$ cat src/rtl/tlb_pkg.sv
package tlb_pkg;

  typedef enum logic [1:0] {
    ACC_READ  = 2'b00,
    ACC_WRITE = 2'b01,
    ACC_EXEC  = 2'b10,
    ACC_RSVD  = 2'b11
  } acc_e;

  // bit 0 read, bit 1 write, bit 2 execute
  typedef struct packed {
    logic x;
    logic w;
    logic r;
  } perm_t;

  localparam int PERM_W = $bits(perm_t);

endpackage

$ cat src/rtl/tlb_entry_array.sv
module tlb_entry_array #(
  parameter int N      = 8,
  parameter int VPN_W  = 20,
  parameter int PPN_W  = 20,
  parameter int IDX_W  = 3
) (
  input  logic                      clk_i,
  input  logic                      rst_ni,
  input  logic [VPN_W-1:0]          lk_vpn_i,
  input  logic                      wr_en_i,
  input  logic [IDX_W-1:0]          wr_idx_i,
  input  logic [VPN_W-1:0]          wr_vpn_i,
  input  logic [PPN_W-1:0]          wr_ppn_i,
  input  tlb_pkg::perm_t            wr_perm_i,
  input  logic                      flush_i,
  output logic                      lk_hit_o,
  output logic [PPN_W-1:0]          lk_ppn_o,
  output tlb_pkg::perm_t            lk_perm_o,
  output logic [N-1:0]              valid_o,
  output logic [N-1:0]              wr_match_o
);

  logic [N-1:0]       lk_match;
  logic [PPN_W-1:0]   ppn_w  [N];
  tlb_pkg::perm_t     perm_w [N];

  for (genvar g = 0; g < N; g++) begin : g_ent
    logic               v_q;
    logic [VPN_W-1:0]   t_q;
    logic [PPN_W-1:0]   p_q;
    tlb_pkg::perm_t     r_q;

    always_ff @(posedge clk_i or negedge rst_ni) begin
      if (!rst_ni) begin
        v_q <= 1'b0;
        t_q <= '0;
        p_q <= '0;
        r_q <= '0;
      end else if (flush_i) begin
        v_q <= 1'b0;
      end else if (wr_en_i && (wr_idx_i == IDX_W'(g))) begin
        v_q <= 1'b1;
        t_q <= wr_vpn_i;
        p_q <= wr_ppn_i;
        r_q <= wr_perm_i;
      end
    end

    assign valid_o[g]    = v_q;
    assign lk_match[g]   = v_q && (t_q == lk_vpn_i);
    assign wr_match_o[g] = v_q && (t_q == wr_vpn_i);
    assign ppn_w[g]      = p_q;
    assign perm_w[g]     = r_q;
  end

  // at most one entry matches, so an OR of the gated entries selects it
  always_comb begin
    lk_ppn_o  = '0;
    lk_perm_o = '0;
    for (int i = 0; i < N; i++) begin
      if (lk_match[i]) begin
        lk_ppn_o  = lk_ppn_o | ppn_w[i];
        lk_perm_o = lk_perm_o | perm_w[i];
      end
    end
  end

  assign lk_hit_o = |lk_match;

endmodule

$ cat src/rtl/tlb_victim.sv
module tlb_victim #(
  parameter int N     = 8,
  parameter int IDX_W = 3
) (
  input  logic             clk_i,
  input  logic             rst_ni,
  input  logic             fill_valid_i,
  input  logic             flush_i,
  input  logic [N-1:0]     valid_i,
  input  logic [N-1:0]     dup_i,
  output logic             en_o,
  output logic [IDX_W-1:0] idx_o
);

  localparam logic [IDX_W-1:0] LAST = IDX_W'(N - 1);

  logic [IDX_W-1:0] rr_q;
  logic [IDX_W-1:0] dup_idx, free_idx;
  logic             dup_any, free_any, use_rr;

  always_comb begin
    dup_idx  = '0;
    free_idx = '0;
    for (int i = N - 1; i >= 0; i--) begin
      if (dup_i[i])    dup_idx  = IDX_W'(i);
      if (!valid_i[i]) free_idx = IDX_W'(i);
    end
  end

  assign dup_any  = |dup_i;
  assign free_any = ~&valid_i;
  assign use_rr   = !dup_any && !free_any;
  assign en_o     = fill_valid_i && !flush_i;
  assign idx_o    = dup_any ? dup_idx : (free_any ? free_idx : rr_q);

  always_ff @(posedge clk_i or negedge rst_ni) begin
    if (!rst_ni)              rr_q <= '0;
    else if (en_o && use_rr)  rr_q <= (rr_q == LAST) ? '0 : rr_q + 1'b1;
  end

endmodule

$ cat src/rtl/tlb_rights.sv
module tlb_rights (
  input  logic [1:0]     acc_i,
  input  tlb_pkg::perm_t perm_i,
  output logic           ok_o
);
  import tlb_pkg::*;

  always_comb begin
    unique case (acc_i)
      ACC_READ:  ok_o = perm_i.r;
      ACC_WRITE: ok_o = perm_i.w;
      ACC_EXEC:  ok_o = perm_i.x;
      default:   ok_o = 1'b0;
    endcase
  end

endmodule

$ cat src/rtl/tlb_perm.sv
module tlb_perm #(
  parameter int NUM_ENTRIES = 8,
  parameter int VPN_W       = 20,
  parameter int PPN_W       = 20,
  parameter int OFFSET_W    = 12,
  localparam int IDX_W      = (NUM_ENTRIES > 1) ? $clog2(NUM_ENTRIES) : 1,
  localparam int VA_W       = VPN_W + OFFSET_W,
  localparam int PA_W       = PPN_W + OFFSET_W
) (
  input  logic                 clk_i,
  input  logic                 rst_ni,
  input  logic                 req_valid_i,
  input  logic [VA_W-1:0]      req_vaddr_i,
  input  logic [1:0]           req_acc_i,
  input  logic                 fill_valid_i,
  input  logic [VPN_W-1:0]     fill_vpn_i,
  input  logic [PPN_W-1:0]     fill_ppn_i,
  input  logic [2:0]           fill_perm_i,
  input  logic                 flush_i,
  output logic                 rsp_valid_o,
  output logic                 rsp_hit_o,
  output logic                 rsp_miss_o,
  output logic                 rsp_fault_o,
  output logic [PA_W-1:0]      rsp_paddr_o
);

  logic [VPN_W-1:0]    lk_vpn;
  logic [OFFSET_W-1:0] lk_off;
  logic                lk_hit, acc_ok, grant;
  logic [PPN_W-1:0]    lk_ppn;
  tlb_pkg::perm_t      lk_perm;
  logic [NUM_ENTRIES-1:0] ent_valid, ent_dup;
  logic                wr_en;
  logic [IDX_W-1:0]    wr_idx;

  assign lk_vpn = req_vaddr_i[VA_W-1:OFFSET_W];
  assign lk_off = req_vaddr_i[OFFSET_W-1:0];

  tlb_entry_array #(
    .N(NUM_ENTRIES), .VPN_W(VPN_W), .PPN_W(PPN_W), .IDX_W(IDX_W)
  ) u_array (
    .clk_i      (clk_i),
    .rst_ni     (rst_ni),
    .lk_vpn_i   (lk_vpn),
    .wr_en_i    (wr_en),
    .wr_idx_i   (wr_idx),
    .wr_vpn_i   (fill_vpn_i),
    .wr_ppn_i   (fill_ppn_i),
    .wr_perm_i  (tlb_pkg::perm_t'(fill_perm_i)),
    .flush_i    (flush_i),
    .lk_hit_o   (lk_hit),
    .lk_ppn_o   (lk_ppn),
    .lk_perm_o  (lk_perm),
    .valid_o    (ent_valid),
    .wr_match_o (ent_dup)
  );

  tlb_victim #(.N(NUM_ENTRIES), .IDX_W(IDX_W)) u_victim (
    .clk_i        (clk_i),
    .rst_ni       (rst_ni),
    .fill_valid_i (fill_valid_i),
    .flush_i      (flush_i),
    .valid_i      (ent_valid),
    .dup_i        (ent_dup),
    .en_o         (wr_en),
    .idx_o        (wr_idx)
  );

  tlb_rights u_rights (
    .acc_i  (req_acc_i),
    .perm_i (lk_perm),
    .ok_o   (acc_ok)
  );

  assign grant = lk_hit && acc_ok;

  always_ff @(posedge clk_i or negedge rst_ni) begin
    if (!rst_ni) begin
      rsp_valid_o <= 1'b0;
      rsp_hit_o   <= 1'b0;
      rsp_miss_o  <= 1'b0;
      rsp_fault_o <= 1'b0;
      rsp_paddr_o <= '0;
    end else begin
      rsp_valid_o <= req_valid_i;
      rsp_hit_o   <= req_valid_i && grant;
      rsp_miss_o  <= req_valid_i && !lk_hit;
      rsp_fault_o <= req_valid_i && lk_hit && !acc_ok;
      rsp_paddr_o <= (req_valid_i && grant) ? {lk_ppn, lk_off} : '0;
    end
  end

endmodule

$ cat config.mk
export PLATFORM = sky130hd
export DESIGN_NAME = tlb_perm
export DESIGN_NICKNAME = d
export VERILOG_FILES = /design/src/rtl/tlb_pkg.sv /design/src/rtl/tlb_entry_array.sv /design/src/rtl/tlb_victim.sv /design/src/rtl/tlb_rights.sv /design/src/rtl/tlb_perm.sv
export SDC_FILE = /design/constraint.sdc
export NUM_CORES = 1
export LEC_CHECK = 0
export CORE_UTILIZATION = 53
export CTS_CLUSTER_SIZE = 10
export DETAILED_ROUTE_END_ITERATION = 7
export PLACE_DENSITY = 0.75
export SETUP_SLACK_MARGIN = 0.02
export SLEW_MARGIN = 25
export SYNTH_ARGS = -nofsm -noshare
export SYNTH_HDL_FRONTEND = slang
export SYNTH_SLANG_ARGS = --single-unit
export TNS_END_PERCENT = 100
$ cat constraint.sdc
create_clock -name clk_i -period 7.3 [get_ports clk_i]
set_input_delay 1.095 -clock clk_i [delete_from_list [all_inputs] [get_ports clk_i]]
set_output_delay 1.095 -clock clk_i [all_outputs]
set_load 0.1 [all_outputs]
---- Word-level counts from Yosys, hierarchy flattened ----
Cells that the tools add are included.
operators by class
  mux-type cells .......................... 53
  reduce and logical (&&, ||, !) cells .... 57
  eq/ne operators ......................... 26
  add/sub/neg operators ................... 1
  bitwise operators ....................... 15
operators with widths
  operator               number
  $eq A20 B20 Y1         16
  $mux W20               8
  $or A20 B20 Y20        7
  $mux W3                27
  $logic_and A1 B1 Y1    32
  $mux W32               1
  $or A3 B3 Y3           7
  $mux W1                16
  $reduce_and A2 Y1      8
  $reduce_bool A2 Y1     8
  $reduce_or A8 Y1       2
  $eq A3 B3 Y1 const B   5
  $reduce_and A8 Y1      1
  $eq A3 B2 Y1 const B   2
  $logic_not A1 Y1       4
  $add A3 B1 Y3 const B  1
  $eq A3 B1 Y1 const B   1
  $logic_not A3 Y1       1
  $pmux W1 S3            1
  $eq A2 B1 Y1 const B   1
  $eq A2 B2 Y1 const B   1
  $logic_not A2 Y1       1
  $not A1 Y1             1
storage, ports and cells
  bits in registers ....................... 391
  word-level logic and storage cells ...... 206
  input port bits ......................... 82
  output and inout bits ................... 36

---- Depth between registers and ports, before layout ----
Gate-level depths: netlist of run 1.
  depth in word-level cells ............... 21
  gate-level depth with buffers ........... 12
  depth with buffers taken out ............ 8

---- Hierarchy ----
From an unflattened synthesis of run 1, not the netlist that was laid out.
second synthesis, totals
  cell total of the unflattened synthesis .. 1655
  area, all modules ....................... 20353.3 um^2
by module, submodules not included
  module           cells each  sequential area each (um^2)  area each (um^2)  times used
  tlb_entry_array  1528        8808.4                       18719.2           1
  tlb_perm         80          900.9                        1255.0            1
  tlb_victim       44          75.1                         356.6             1
  tlb_rights       3           0.0                          22.5              1

---- Worst setup path after synthesis of run 1 ----
OpenSTA, ideal clock, no wires.
  path type ............................... input to register
  from .................................... input fill_vpn_i[14]
  to ...................................... register u_array.g_ent[0].p_q[0]
  setup slack ............................. 3484 ps
  required time ........................... 7175 ps
  library setup time ...................... 125 ps
  cell stages on the path ................. 12
  buffers on the path ..................... 4
  data arrival time ....................... 3691 ps
  path through ............................ buf_2 > buf_1 > xnor2_1 > nand4_1 > nor4_1 > nand4_1 > and4_1 > and3_4 > buf_6 > nor4_4 > buf_6 > mux2_4
between the ends
  cells in the longest elaborated chain, start to end .. 14
  elaborated cells between the ends (all ways) .. 29
  classes of those cells .................. eq/ne: 8; mux: 9; reduce/logical: 12
ends and longest elaborated chain
  item                                  line                   RTL
  start, declared                       tlb_perm.sv:16         input logic [VPN_W-1:0] fill_vpn_i,
  $eq A20 B20 Y1                        tlb_entry_array.sv:51  assign wr_match_o[g] = v_q && (t_q == wr_vpn_i);
  $logic_and A1 B1 Y1                   tlb_entry_array.sv:51
  $mux W3 (8 in series)                 tlb_victim.sv:25       if (dup_i[i]) dup_idx = IDX_W'(i);
  $mux W3 *                             tlb_victim.sv:34       assign idx_o = dup_any ? dup_idx : (free_any ? free_idx : rr_q);
  $logic_not A3 Y1 *                    tlb_entry_array.sv:41  end else if (wr_en_i && (wr_idx_i == IDX_W'(g))) begin
  $logic_and A1 B1 Y1 *                 tlb_entry_array.sv:41
  $reduce_and A2 Y1 (no source line) *  -
  end signal, assigned                  tlb_entry_array.sv:44  p_q <= wr_ppn_i;
  end, declared                         tlb_entry_array.sv:30  logic [PPN_W-1:0] p_q;
Mark *: on every way between the ends. The rest lies on a longest branch, timed or not.
A chain may end at the register's enable or synchronous reset.

---- Worst setup path in the final report of run 1 ----
  from .................................... input fill_vpn_i[11]
  to ...................................... register u_array.g_ent[0].r_q[1] in the netlist's numbering
between the ends
  cells in the longest elaborated chain, start to end .. 14
  elaborated cells between the ends (all ways) .. 29
  classes of those cells .................. eq/ne: 8; mux: 9; reduce/logical: 12
ends and longest elaborated chain
  item                                  line                   RTL
  $eq A20 B20 Y1                        tlb_entry_array.sv:51
  $logic_and A1 B1 Y1                   tlb_entry_array.sv:51
  $mux W3 (8 in series)                 tlb_victim.sv:25
  $mux W3 *                             tlb_victim.sv:34
  $logic_not A3 Y1 *                    tlb_entry_array.sv:41
  $logic_and A1 B1 Y1 *                 tlb_entry_array.sv:41
  $reduce_and A2 Y1 (no source line) *  -
  end signal, assigned                  tlb_entry_array.sv:45  r_q <= wr_perm_i;
  end, declared                         tlb_entry_array.sv:31  tlb_pkg::perm_t r_q;
Marks and branches as above.

==> reports/qor.txt, run 1 <==
Worst IR drop on VDD -> 185 uV
DRT iter0 DRCs -> 1068
Yosys reg bits -> 391
Skew-Pair Late Insertion Delay -> 0.57 ns
Worst rel slew slack -> 0.269
Number of synthesized flops with an enable pin -> 0
FF-to-FF path depth -> 9
Clock Tree Buf Depth -> 3
RSZ-0062 raised after global routing -> no
Synthesized area per cell -> 13.2 sq um
Starting Density -> 0.540
First-pass GRT wire length -> 82700 um
Total wire length -> 53700 um
CTS tree -> done
DRC errors left -> 0
Row cnt -> 70
Crit path DAT -> 5.81 ns
Routability cong. -> 0.910
Synth Cell Area -> 0.0198 sq mm
Synthesized Nets -> 1583
Die W -> 195 um
Initial antenna violation count -> 0
DR vias/cell -> 6.24
Routed WL per cell -> 25.9 um
Worst EP required -> 7.73 ns
Final period util -> 0.737
Hold path cells -> 1
Num Clock Sinks -> 391
Setup CP Type -> input pin to register
Cts repair resizes -> 0
DR vias -> 12910
# port buffers -> 117
Fmax -> 186 MHz
Final period demand of the worst path -> 5.38 ns
Antenna-violating nets left -> 0
Antenna Cells -> 0
Setup Buffers After CTS -> 0
Hold Path Sink -> u_array.g_ent[6].p_q[2]$_DFFE_PN0P_
Worst setup SP type -> input pin
First-pass DRT Iterations -> 5
Clock transition at the registers of the reported paths -> 0.05 ns
Fin nets -> 1680
R2R Path Start -> u_array.g_ent[2].t_q[3]$_DFFE_PN0P_
R2R Path End -> u_array.g_ent[0].r_q[1]$_DFFE_PN0P_
R2R Setup Slk -> 3.13 ns
Crit Path Max Fanout -> 23
Setup TNS after final layout -> 0 ns
Top FF cell, synth -> dfrtp_1
Ys Warns -> 0
Worst-Margin Slew -> 1.09 ns
Slew Viols, Final -> 0
Sequential-to-total area share from yosys stat -> 0.495
Ports -> 118
Gate Count Post-Synth -> 1499
Async set-reset flop share out of synthesis -> 1.00
Area grow syn2layout -> 14.3%
CTS Root Cell -> clkbuf_16
Largest net degree at the start of global routing -> 170
Hold buffers post-CTS -> 0
Inserted Clock Buffers -> 45
LEAKAGE -> 9.98 nW
Layout cell share with drive strength beyond 1 -> 0.290
Unique masters post-synth -> 54
Hold Vio Cnt, Final -> 0
Status -> finished, final reports clean
MaxCap Viol Count -> 0
Final HPWL DP -> 34000 um
Power density over cell area -> 244 mW/mm^2
Finish-stage setup viols -> 0
Vias in the first global route -> 13537
Crit. End Element -> register
Core area -> 0.0366 sq mm
Die ar. -> 0.0381 sq mm
Hold/Removal Path Class -> register to register
Setup Skew -> 0.0286 ns
Die height -> 195 um
Total congestion overflow -> 0
Total GRT Usage -> 0.289
Worst Min Path Start -> u_array.g_ent[6].p_q[2]$_DFFE_PN0P_
H-tree depth -> 2
Final core occ -> 0.617
[kinds of logic (layout without fill, tap and decap cells)]
group                      Yosys count  in the layout  share of synthesized area
and+or+nand+nor                    173            173                     0.0554
muxes                              347            347                      0.213
DFF                                391            391                      0.495
buffers and inverters              126            229                     0.0335
xor gates and xnor gates           317            317                      0.141
adders and majority gates            2              2                    0.00127
AOI/OAI and AO/OA                  143            143                     0.0616
[registers in the layout (all words and copies together) (netlist names)]
name,count
u_array.g_ent.p_q,160
u_array.g_ent.t_q,160
rsp_paddr_o,32
u_array.g_ent.r_q,24
u_array.g_ent.v_q,8
u_victim.rr_q,3
rsp_fault_o,1
rsp_hit_o,1
rsp_miss_o,1
rsp_valid_o,1
[worst max-delay path, cell delays in order]
cell and delay, ns:
clkdlybuf4s50_1 0.96, xnor2_1 0.41, nand4_1 0.13, nor4_1 0.61
nand4_1 0.42, o2111ai_1 0.27, o211ai_1 0.36, nor4_4 0.82
buf_12 0.32, mux2_2 0.37
[per-stage QoR]
stage	hold slack (ns)	instances	setup WS, ns	area [sq um]	total power [mW]
finish	0.504	2070	1.92	22600	5.51
global placement	0.481	2016	1.66	21400	3.52
CTS	0.505	2069	2.10	22600	5.54
global route	0.510	2070	1.89	22600	5.72
detailed placement	0.493	2016	1.53	21400	3.55
floorplan	0.471	1499	3.48	19800	3.26
[power by group]
group          switching, mW  leakage, nW  internal [mW]
Clock                  0.856        0.601           1.12
Sequential             0.234         5.22           2.42
Combinational          0.372         4.16          0.504
[Yosys cell counts, drive strengths merged, types with 4 or more instances]
master  number  area share
a211oi       5      0.0027
a21boi      21      0.0080
a21o         5      0.0019
a221oi      41       0.018
a22o        43       0.019
a22oi        4      0.0018
and2        20      0.0063
and3         5      0.0018
buf         80       0.025
clkbuf      35      0.0066
dfrtp      391        0.50
inv         11      0.0021
mux2       347        0.21
nand2        5     0.00095
nand3       23      0.0058
nand4       61       0.020
nor2         4     0.00076
nor3         8      0.0020
nor4        36       0.013
o21ai        7      0.0018
xnor2      224       0.099
xor2        93       0.041
[per-layer routing]
layer | share of wire | routed length [um] | global-route usage | vias to the layer above
met2 | 0.45 | 24300 | 0.444 | 495
met4 | 0.035 | 1870 | 0.109 | 0
met3 | 0.070 | 3750 | 0.0537 | 116
met5 | 0 | 0 | 0 | -
li1 | - | - | - | 5541
met1 | 0.44 | 23700 | 0.407 | 6758
[worst max-delay path by stage]
stage	startpoint	end	slack, ns	cells after the start
2_1_floorplan	fill_vpn_i[14]	u_array.g_ent[0].p_q[0]$_DFFE_PN0P_	3.48	12
3_3_place_gp	fill_vpn_i[11]	u_array.g_ent[0].p_q[19]$_DFFE_PN0P_	1.66	10
3_5_place_dp	req_vaddr_i[15]	rsp_paddr_o[27]$_DFF_PN0_	1.53	10
4_1_cts	fill_vpn_i[11]	u_array.g_ent[0].r_q[1]$_DFFE_PN0P_	2.10	10
5_1_grt	fill_vpn_i[11]	u_array.g_ent[0].r_q[1]$_DFFE_PN0P_	1.89	10
6_report	fill_vpn_i[11]	u_array.g_ent[0].r_q[1]$_DFFE_PN0P_	1.92	10
[layout by cell type (no fill, tap or decap), types with 3 or more instances in the layout]
master	n
clkbuf_16	45
nand3_1	23
a22oi_1	3
nor2_1	4
a22o_1	43
dfrtp_1	391
nand2_1	5
xnor2_1	224
mux2_4	78
a21boi_0	21
clkdlybuf4s50_1	116
xor2_1	93
nor3_1	8
nor4_2	3
a221oi_1	40
nor4_1	31
a21o_1	5
and4_1	3
o21ai_0	7
inv_1	11
and3_1	4
mux2_2	269
and2_1	20
buf_4	45
nand4_1	59
[layout make-up]
type	instances	area [sq um]
multi-input cells	982	9390
well taps	468	586
fillers	2811	14000
flip-flops and latches	391	9780
inverters	11	41.3
clock buffers	49	1160
repair buffers	165	1570
clock inverters	4	63.8
Power figures use the tool's default switching activity.
==> run 2: changes to the inputs <==
==> constraint.sdc (replaced) <==
create_clock -name clk_i -period 5.1 [get_ports clk_i]
set_input_delay 0.765 -clock clk_i [delete_from_list [all_inputs] [get_ports clk_i]]
set_output_delay 0.765 -clock clk_i [all_outputs]
set_load 0.1 [all_outputs]
==> run 2 against run 1 <==
  * Sequential power is 43% higher
  * Die area stayed put
  * Core utilization is 1.5 points higher
  * Wire length is 1.6% higher
  * Worst setup slack worse by 1.2 ns
  * Cell count is 2.6% higher
  * Combinational power is 46% higher
  * Cell area is 2.4% higher
  * Highest routed layer unchanged
==> reports/qor.txt, run 2 (synthesized netlist as in run 1, its figures left out) <==
Clock Tree Buf Depth -> 3 (unchanged)
Total GRT Usage -> 0.294 (was 0.289)
Die height -> 195 um (unchanged)
Antenna Cells -> 0 (unchanged)
DRC errors left -> 0 (unchanged)
R2R Path Start -> u_array.g_ent[5].t_q[7]$_DFFE_PN0P_ (was u_array.g_ent[2].t_q[3]$_DFFE_PN0P_)
CTS tree -> done (unchanged)
Antenna-violating nets left -> 0 (unchanged)
Die ar. -> 0.0381 sq mm (unchanged)
Slew Viols, Final -> 0 (unchanged)
Crit. End Element -> register (unchanged)
Hold Vio Cnt, Final -> 0 (unchanged)
Num Clock Sinks -> 391 (unchanged)
First-pass GRT wire length -> 84800 um (was 82700 um)
Setup Buffers After CTS -> 0 (unchanged)
Power density over cell area -> 345 mW/mm^2 (was 244 mW/mm^2)
Crit Path Max Fanout -> 26 (was 23)
Worst rel slew slack -> 0.338 (was 0.269)
DR vias -> 13051 (was 12910)
Row cnt -> 70 (unchanged)
Hold WS -> 0.258 ns (was 0.504 ns)
Skew-Pair Late Insertion Delay -> 0.58 ns (was 0.57 ns)
Die W -> 195 um (unchanged)
First-pass DRT Iterations -> 7 (was 5)
Core area -> 0.0366 sq mm (unchanged)
Status -> finished, final reports clean (unchanged)
Total congestion overflow -> 0 (unchanged)
Worst EP required -> 5.55 ns (was 7.73 ns)
Final HPWL DP -> 36300 um (was 34000 um)
H-tree depth -> 2 (unchanged)
Hold buffers post-CTS -> 0 (unchanged)
DRT iter0 DRCs -> 1156 (was 1068)
Final period util -> 0.867
Cts repair resizes -> 0 (unchanged)
Area grow syn2layout -> 17.1% (was 14.3%)
RSZ-0062 raised after global routing -> no (unchanged)
Largest net degree at the start of global routing -> 120 (was 170)
Setup TNS after final layout -> 0 ns (unchanged)
Starting Density -> 0.540 (unchanged)
Regs by FF count -> u_array.g_ent.p_q (160), u_array.g_ent.t_q (160), rsp_paddr_o (32) (unchanged)
Fin nets -> 1729 (was 1680)
Setup Skew -> 0.0175 ns (was 0.0286 ns)
Crit path DAT -> 4.87 ns (was 5.81 ns)
Setup CP Type -> input pin to register (unchanged)
Worst IR drop on VDD -> 246 uV (was 185 uV)
Finish-stage setup viols -> 0 (unchanged)
LEAKAGE -> 10.3 nW (was 9.98 nW)
Clock transition at the registers of the reported paths -> 0.05 ns (about the same)
Worst-Margin Slew -> 0.990 ns (was 1.09 ns)
Filler cell count -> 2747 (was 2811)
DR vias/cell -> 6.15 (was 6.24)
Vias in the first global route -> 13701 (was 13537)
Worst setup SP type -> input pin (unchanged)
Layout cell share with drive strength beyond 1 -> 0.311 (was 0.290)
MaxCap Viol Count -> 0 (unchanged)
Hold/Removal Path Class -> input pin to async pin (was register to register)
Ports -> 118 (unchanged)
Routability cong. -> 0.911 (was 0.910)
Routed WL per cell -> 25.7 um (was 25.9 um)
CP startpoint -> fill_vpn_i[0] (was fill_vpn_i[11])
Fmax -> 226 MHz
CTS Root Cell -> clkbuf_16 (unchanged)
Final period demand of the worst path -> 4.42 ns
Inserted Clock Buffers -> 46 (was 45)
Initial antenna violation count -> 0 (unchanged)
Total wire length -> 54500 um (was 53700 um)
Most common cell after layout, fill and taps aside -> dfrtp_1 (unchanged)
Most frequent cells in the layout -> dfrtp_1 (391), mux2_2 (269), xnor2_1 (224), clkdlybuf4s50_1 (116), xor2_1 (93) (unchanged)
# port buffers -> 117 (unchanged)
run 2: worst max-delay path, stage by stage:
cell and delay (ns):
clkdlybuf4s50_1 1.04, buf_4 0.31, xnor2_1 0.16, nand4_1 0.14, nor4_1 0.42, nand4_1 0.34, and4_1 0.36, and3_4 0.22
nor4_4 0.42, buf_12 0.28, mux2_2 0.36
run 2: power by group:
| part | leakage, nW | switching [mW] | internal, mW |
|---|---|---|---|
| Clock | 0.618 | 1.26 | 1.64 |
| Sequential | 5.22 | 0.329 | 3.47 |
| Combinational | 4.45 | 0.539 | 0.740 |
run 2: final timing paths:
kind                                                   endpoint  slack, ns  cells past startpoint
max in group asynchronous   u_array.g_ent[6].t_q[9]$_DFFE_PN0P_       3.59                      2
min                        u_array.g_ent[4].p_q[17]$_DFFE_PN0P_       0.26                      1
min reg2reg                 u_array.g_ent[4].r_q[1]$_DFFE_PN0P_       0.50                      1
min in group clk_i          u_array.g_ent[4].r_q[1]$_DFFE_PN0P_       0.50                      1
max                        u_array.g_ent[2].t_q[19]$_DFFE_PN0P_       0.68                     11
max reg2reg                u_array.g_ent[2].t_q[19]$_DFFE_PN0P_       1.69                     10
run 2: cell type report:
class	count	area [sq um]	area share
inverter	11	41.3	0.00178
multi-input combinational	982	9390	0.406
tap	468	586	0.0253
clock inverter	6	77.6	0.00335
clock buffer	52	1180	0.0512
sequential	391	9780	0.423
timing repair buffer	213	2070	0.0896
run 2: stage by stage:
stage / instances / area (sq um) / worst slack (ns) / total power, mW / util
6_report: 2123 / 23100 / 0.680 / 7.97 / 0.632
5_1_grt: 2123 / 23100 / 0.692 / 8.26 / 0.632
4_1_cts: 2123 / 23100 / 0.837 / 7.99 / 0.632
3_5_place_dp: 2065 / 21900 / 0.261 / 5.10 / 0.597
3_3_place_gp: 2065 / 21900 / 0.292 / 5.05 / 0.597
2_1_floorplan: 1499 / 19800 / 1.61 / 4.66 / -
run 2: layer usage:
metal	wire length (um)	vias up	global-route usage
met3	3760	111	0.0446
met4	1660	0	0.101
met5	0	-	0
li1	-	5644	-
met2	24400	517	0.447
met1	24700	6779	0.429
==> run 3: changes to the inputs <==
--- a/config.mk
+++ b/config.mk
@@ -8,7 +8,8 @@
 export CORE_UTILIZATION = 53
 export CTS_CLUSTER_SIZE = 10
 export DETAILED_ROUTE_END_ITERATION = 7
-export PLACE_DENSITY = 0.75
+export PLACE_DENSITY = 0.74
+export REMOVE_ABC_BUFFERS = 1
 export SETUP_SLACK_MARGIN = 0.02
 export SLEW_MARGIN = 25
 export SYNTH_ARGS = -nofsm -noshare
==> run 3 against run 2 <==
  * Core utilization fell by 0.19 points
  * Critical path depth up 1
  * Worst setup slack got worse by 0.10 ns
  * Hold slack worse by 0.18 ns
  * Largest cell class unchanged
==> reports/qor.txt, run 3 (synthesized netlist as in run 1, its figures left out) <==
Status -> finished, final reports clean (unchanged)
Initial antenna violation count -> 0 (unchanged)
Setup Skew -> 0.0136 ns (was 0.0175 ns)
Highest-delay cell along the critical path -> clkdlybuf4s50_1 (unchanged)
Placed Instance Area -> 0.0218 sq mm (was 0.0219 sq mm)
Most frequent cells in the layout -> dfrtp_1 (391), mux2_2 (269), xnor2_1 (224), clkdlybuf4s50_1 (116), xor2_1 (93) (unchanged)
R2R Path Start -> u_array.g_ent[2].t_q[16]$_DFFE_PN0P_ (was u_array.g_ent[5].t_q[7]$_DFFE_PN0P_)
Hold Vio Cnt, Final -> 0 (unchanged)
Area grow syn2layout -> 16.7% (was 17.1%)
Largest net degree at the start of global routing -> 126 (was 120)
CTS tree -> done (unchanged)
Vias in the first global route -> 13485 (was 13701)
CP startpoint -> req_vaddr_i[30] (was fill_vpn_i[0])
Total GRT Usage -> 0.287 (was 0.294)
Hold/Removal Path Class -> input pin to async pin (unchanged)
DR vias/cell -> 6.14 (was 6.15)
Clock transition at the registers of the reported paths -> 0.05 ns (about the same)
Power, Total -> 7.88 mW (was 7.97 mW)
LEAKAGE -> 10.3 nW (about the same)
Row cnt -> 70 (unchanged)
Fin nets -> 1724 (was 1729)
Worst IR drop on VDD -> 238 uV (was 246 uV)
Slew Viols, Final -> 0 (unchanged)
Top cell by count, worst path -> buf_4 (was nand4_1)
Power density over cell area -> 342 mW/mm^2 (was 345 mW/mm^2)
Grt met3 use -> 0.0637 (was 0.0446)
Inserted Clock Buffers -> 45 (was 46)
Worst setup SP type -> input pin (unchanged)
DR vias -> 12996 (was 13051)
Layout cell share with drive strength beyond 1 -> 0.308 (was 0.311)
Final period util -> 0.886 (was 0.867)
Total wire length -> 53400 um (was 54500 um)
Slowest stage delay, CP -> 1.04 ns (about the same)
R2R Setup Slk -> 1.39 ns (was 1.69 ns)
Setup CP Type -> input pin to register (unchanged)
Routability cong. -> 0.944 (was 0.911)
Most common cell after layout, fill and taps aside -> dfrtp_1 (unchanged)
FF-to-FF path depth -> 11 (was 10)
First-pass GRT wire length -> 82200 um (was 84800 um)
Worst EP required -> 5.60 ns (was 5.55 ns)
Cts repair resizes -> 0 (unchanged)
Worst setup path endpoint -> rsp_paddr_o[27]$_DFF_PN0_ (was u_array.g_ent[2].t_q[19]$_DFFE_PN0P_)
Cell Chain, Critical Path -> clkdlybuf4s50_1 > inv_1 > a2111o_1 > a2111oi_0 > buf_4 > and2_1 > a22o_1 > o31ai_1 > a221oi_4 > buf_12 > a21boi_0 > buf_4 (was clkdlybuf4s50_1 > buf_4 > xnor2_1 > nand4_1 > nor4_1 > nand4_1 > and4_1 > and3_4 > nor4_4 > buf_12 > mux2_2)
Routed WL per cell -> 25.2 um (was 25.7 um)
Fmax -> 221 MHz (was 226 MHz)
Antenna-violating nets left -> 0 (unchanged)
Grt met2 use -> 0.442 (was 0.447)
Worst-Margin Slew -> 1.10 ns (was 0.990 ns)
Worst rel slew slack -> 0.250 (was 0.338)
Regs by FF count -> u_array.g_ent.p_q (160), u_array.g_ent.t_q (160), rsp_paddr_o (32) (unchanged)
Ports -> 118 (unchanged)
Die height -> 195 um (unchanged)
Crit. End Element -> register (unchanged)
CTS Root Cell -> clkbuf_16 (unchanged)
# port buffers -> 117 (unchanged)
Crit Path Max Fanout -> 25 (was 26)
Crit path DAT -> 5.02 ns (was 4.87 ns)
Starting Density -> 0.540 (unchanged)
DRC errors left -> 0 (unchanged)
Final period demand of the worst path -> 4.52 ns (was 4.42 ns)
Clock Tree Buf Depth -> 3 (unchanged)
RSZ-0062 raised after global routing -> no (unchanged)
Die ar. -> 0.0381 sq mm (unchanged)
Core area -> 0.0366 sq mm (unchanged)
DRT iter0 DRCs -> 952 (was 1156)
Skew-Pair Late Insertion Delay -> 0.56 ns (was 0.58 ns)
GRT busiest layer -> met2 (unchanged)
MaxCap Viol Count -> 0 (unchanged)
Setup Buffers After CTS -> 0 (unchanged)
Final HPWL DP -> 34800 um (was 36300 um)
Num Clock Sinks -> 391 (unchanged)
Antenna Cells -> 0 (unchanged)
Hold buffers post-CTS -> 0 (unchanged)
R2R Path End -> rsp_paddr_o[27]$_DFF_PN0_ (was u_array.g_ent[2].t_q[19]$_DFFE_PN0P_)
First-pass DRT Iterations -> 5 (was 7)
Grt met1 use -> 0.395 (was 0.429)
H-tree depth -> 2 (unchanged)
Hold WS -> 0.0826 ns (was 0.258 ns)
Total congestion overflow -> 0 (unchanged)
Fin area -> 0.0231 sq mm (about the same)
Finish-stage setup viols -> 0 (unchanged)
Die W -> 195 um (unchanged)
Final core occ -> 0.630 (was 0.632)
Setup TNS after final layout -> 0 ns (unchanged)
## run 3: cell count changes in the layout (fill, tap and decap cells not counted), sizes merged
cell	change
buf	-4
clkinv	-4
## run 3: worst min-delay path by stage
stage | from | end | slack [ns] | depth (start not counted)
after CTS | rst_ni | u_array.g_ent[4].p_q[8]$_DFFE_PN0P_ | 0.36 | 1
final | rst_ni | u_array.g_ent[4].p_q[8]$_DFFE_PN0P_ | 0.08 | 1
after global routing | rst_ni | u_array.g_ent[4].p_q[8]$_DFFE_PN0P_ | 0.1 | 1
after floorplan | rst_ni | rsp_fault_o$_DFF_PN0_ | 0.47 | 0
after detailed placement | u_array.g_ent[5].p_q[15]$_DFFE_PN0P_ | u_array.g_ent[5].p_q[15]$_DFFE_PN0P_ | 0.49 | 1
after global placement | u_array.g_ent[4].r_q[1]$_DFFE_PN0P_ | u_array.g_ent[4].r_q[1]$_DFFE_PN0P_ | 0.48 | 1
## run 3: worst max-delay path: cells and delay by family
kind / cells / cell delay [ns]
buffers and inverters: 5 / 1.80
and+or+nand+nor: 1 / 0.25
AOI/OAI and AO/OA: 6 / 2.18
## run 3: cell type report
class	instances	area, sq um
Fill cell	2795	13500
Sequential cell	391	9780
Multi-Input combinational cell	982	9390
Timing Repair Buffer	209	2050
Clock buffer	52	1170
Tap cell	468	586
Inverter	11	41.3
Clock inverter	2	40.0
## run 3: metrics by stage
| step | std cells | worst slack, ns |
|---|---|---|
| 3_3_place_gp | 2060 | 0.153 |
| 4_1_cts | 2114 | 0.779 |
| 3_5_place_dp | 2060 | 0.207 |
| 5_1_grt | 2115 | 0.452 |
| 2_1_floorplan | 1384 | 0.250 |
| 6_report | 2115 | 0.579 |
## run 3: report_power, final
group / switching [mW] / total (mW) / leakage [nW] / internal [mW]
Sequential: 0.326 / 3.79 / 5.22 / 3.47
Combinational: 0.534 / 1.27 / 4.44 / 0.737
Clock: 1.21 / 2.82 / 0.594 / 1.61
## run 3: routing by layer
metal | up-vias | share of wire | wire length, um
met4 | 0 | 0.035 | 1880
met1 | 6754 | 0.43 | 23200
li1 | 5632 | - | -
met3 | 110 | 0.076 | 4070
met5 | - | 0 | 0
met2 | 500 | 0.45 | 24300
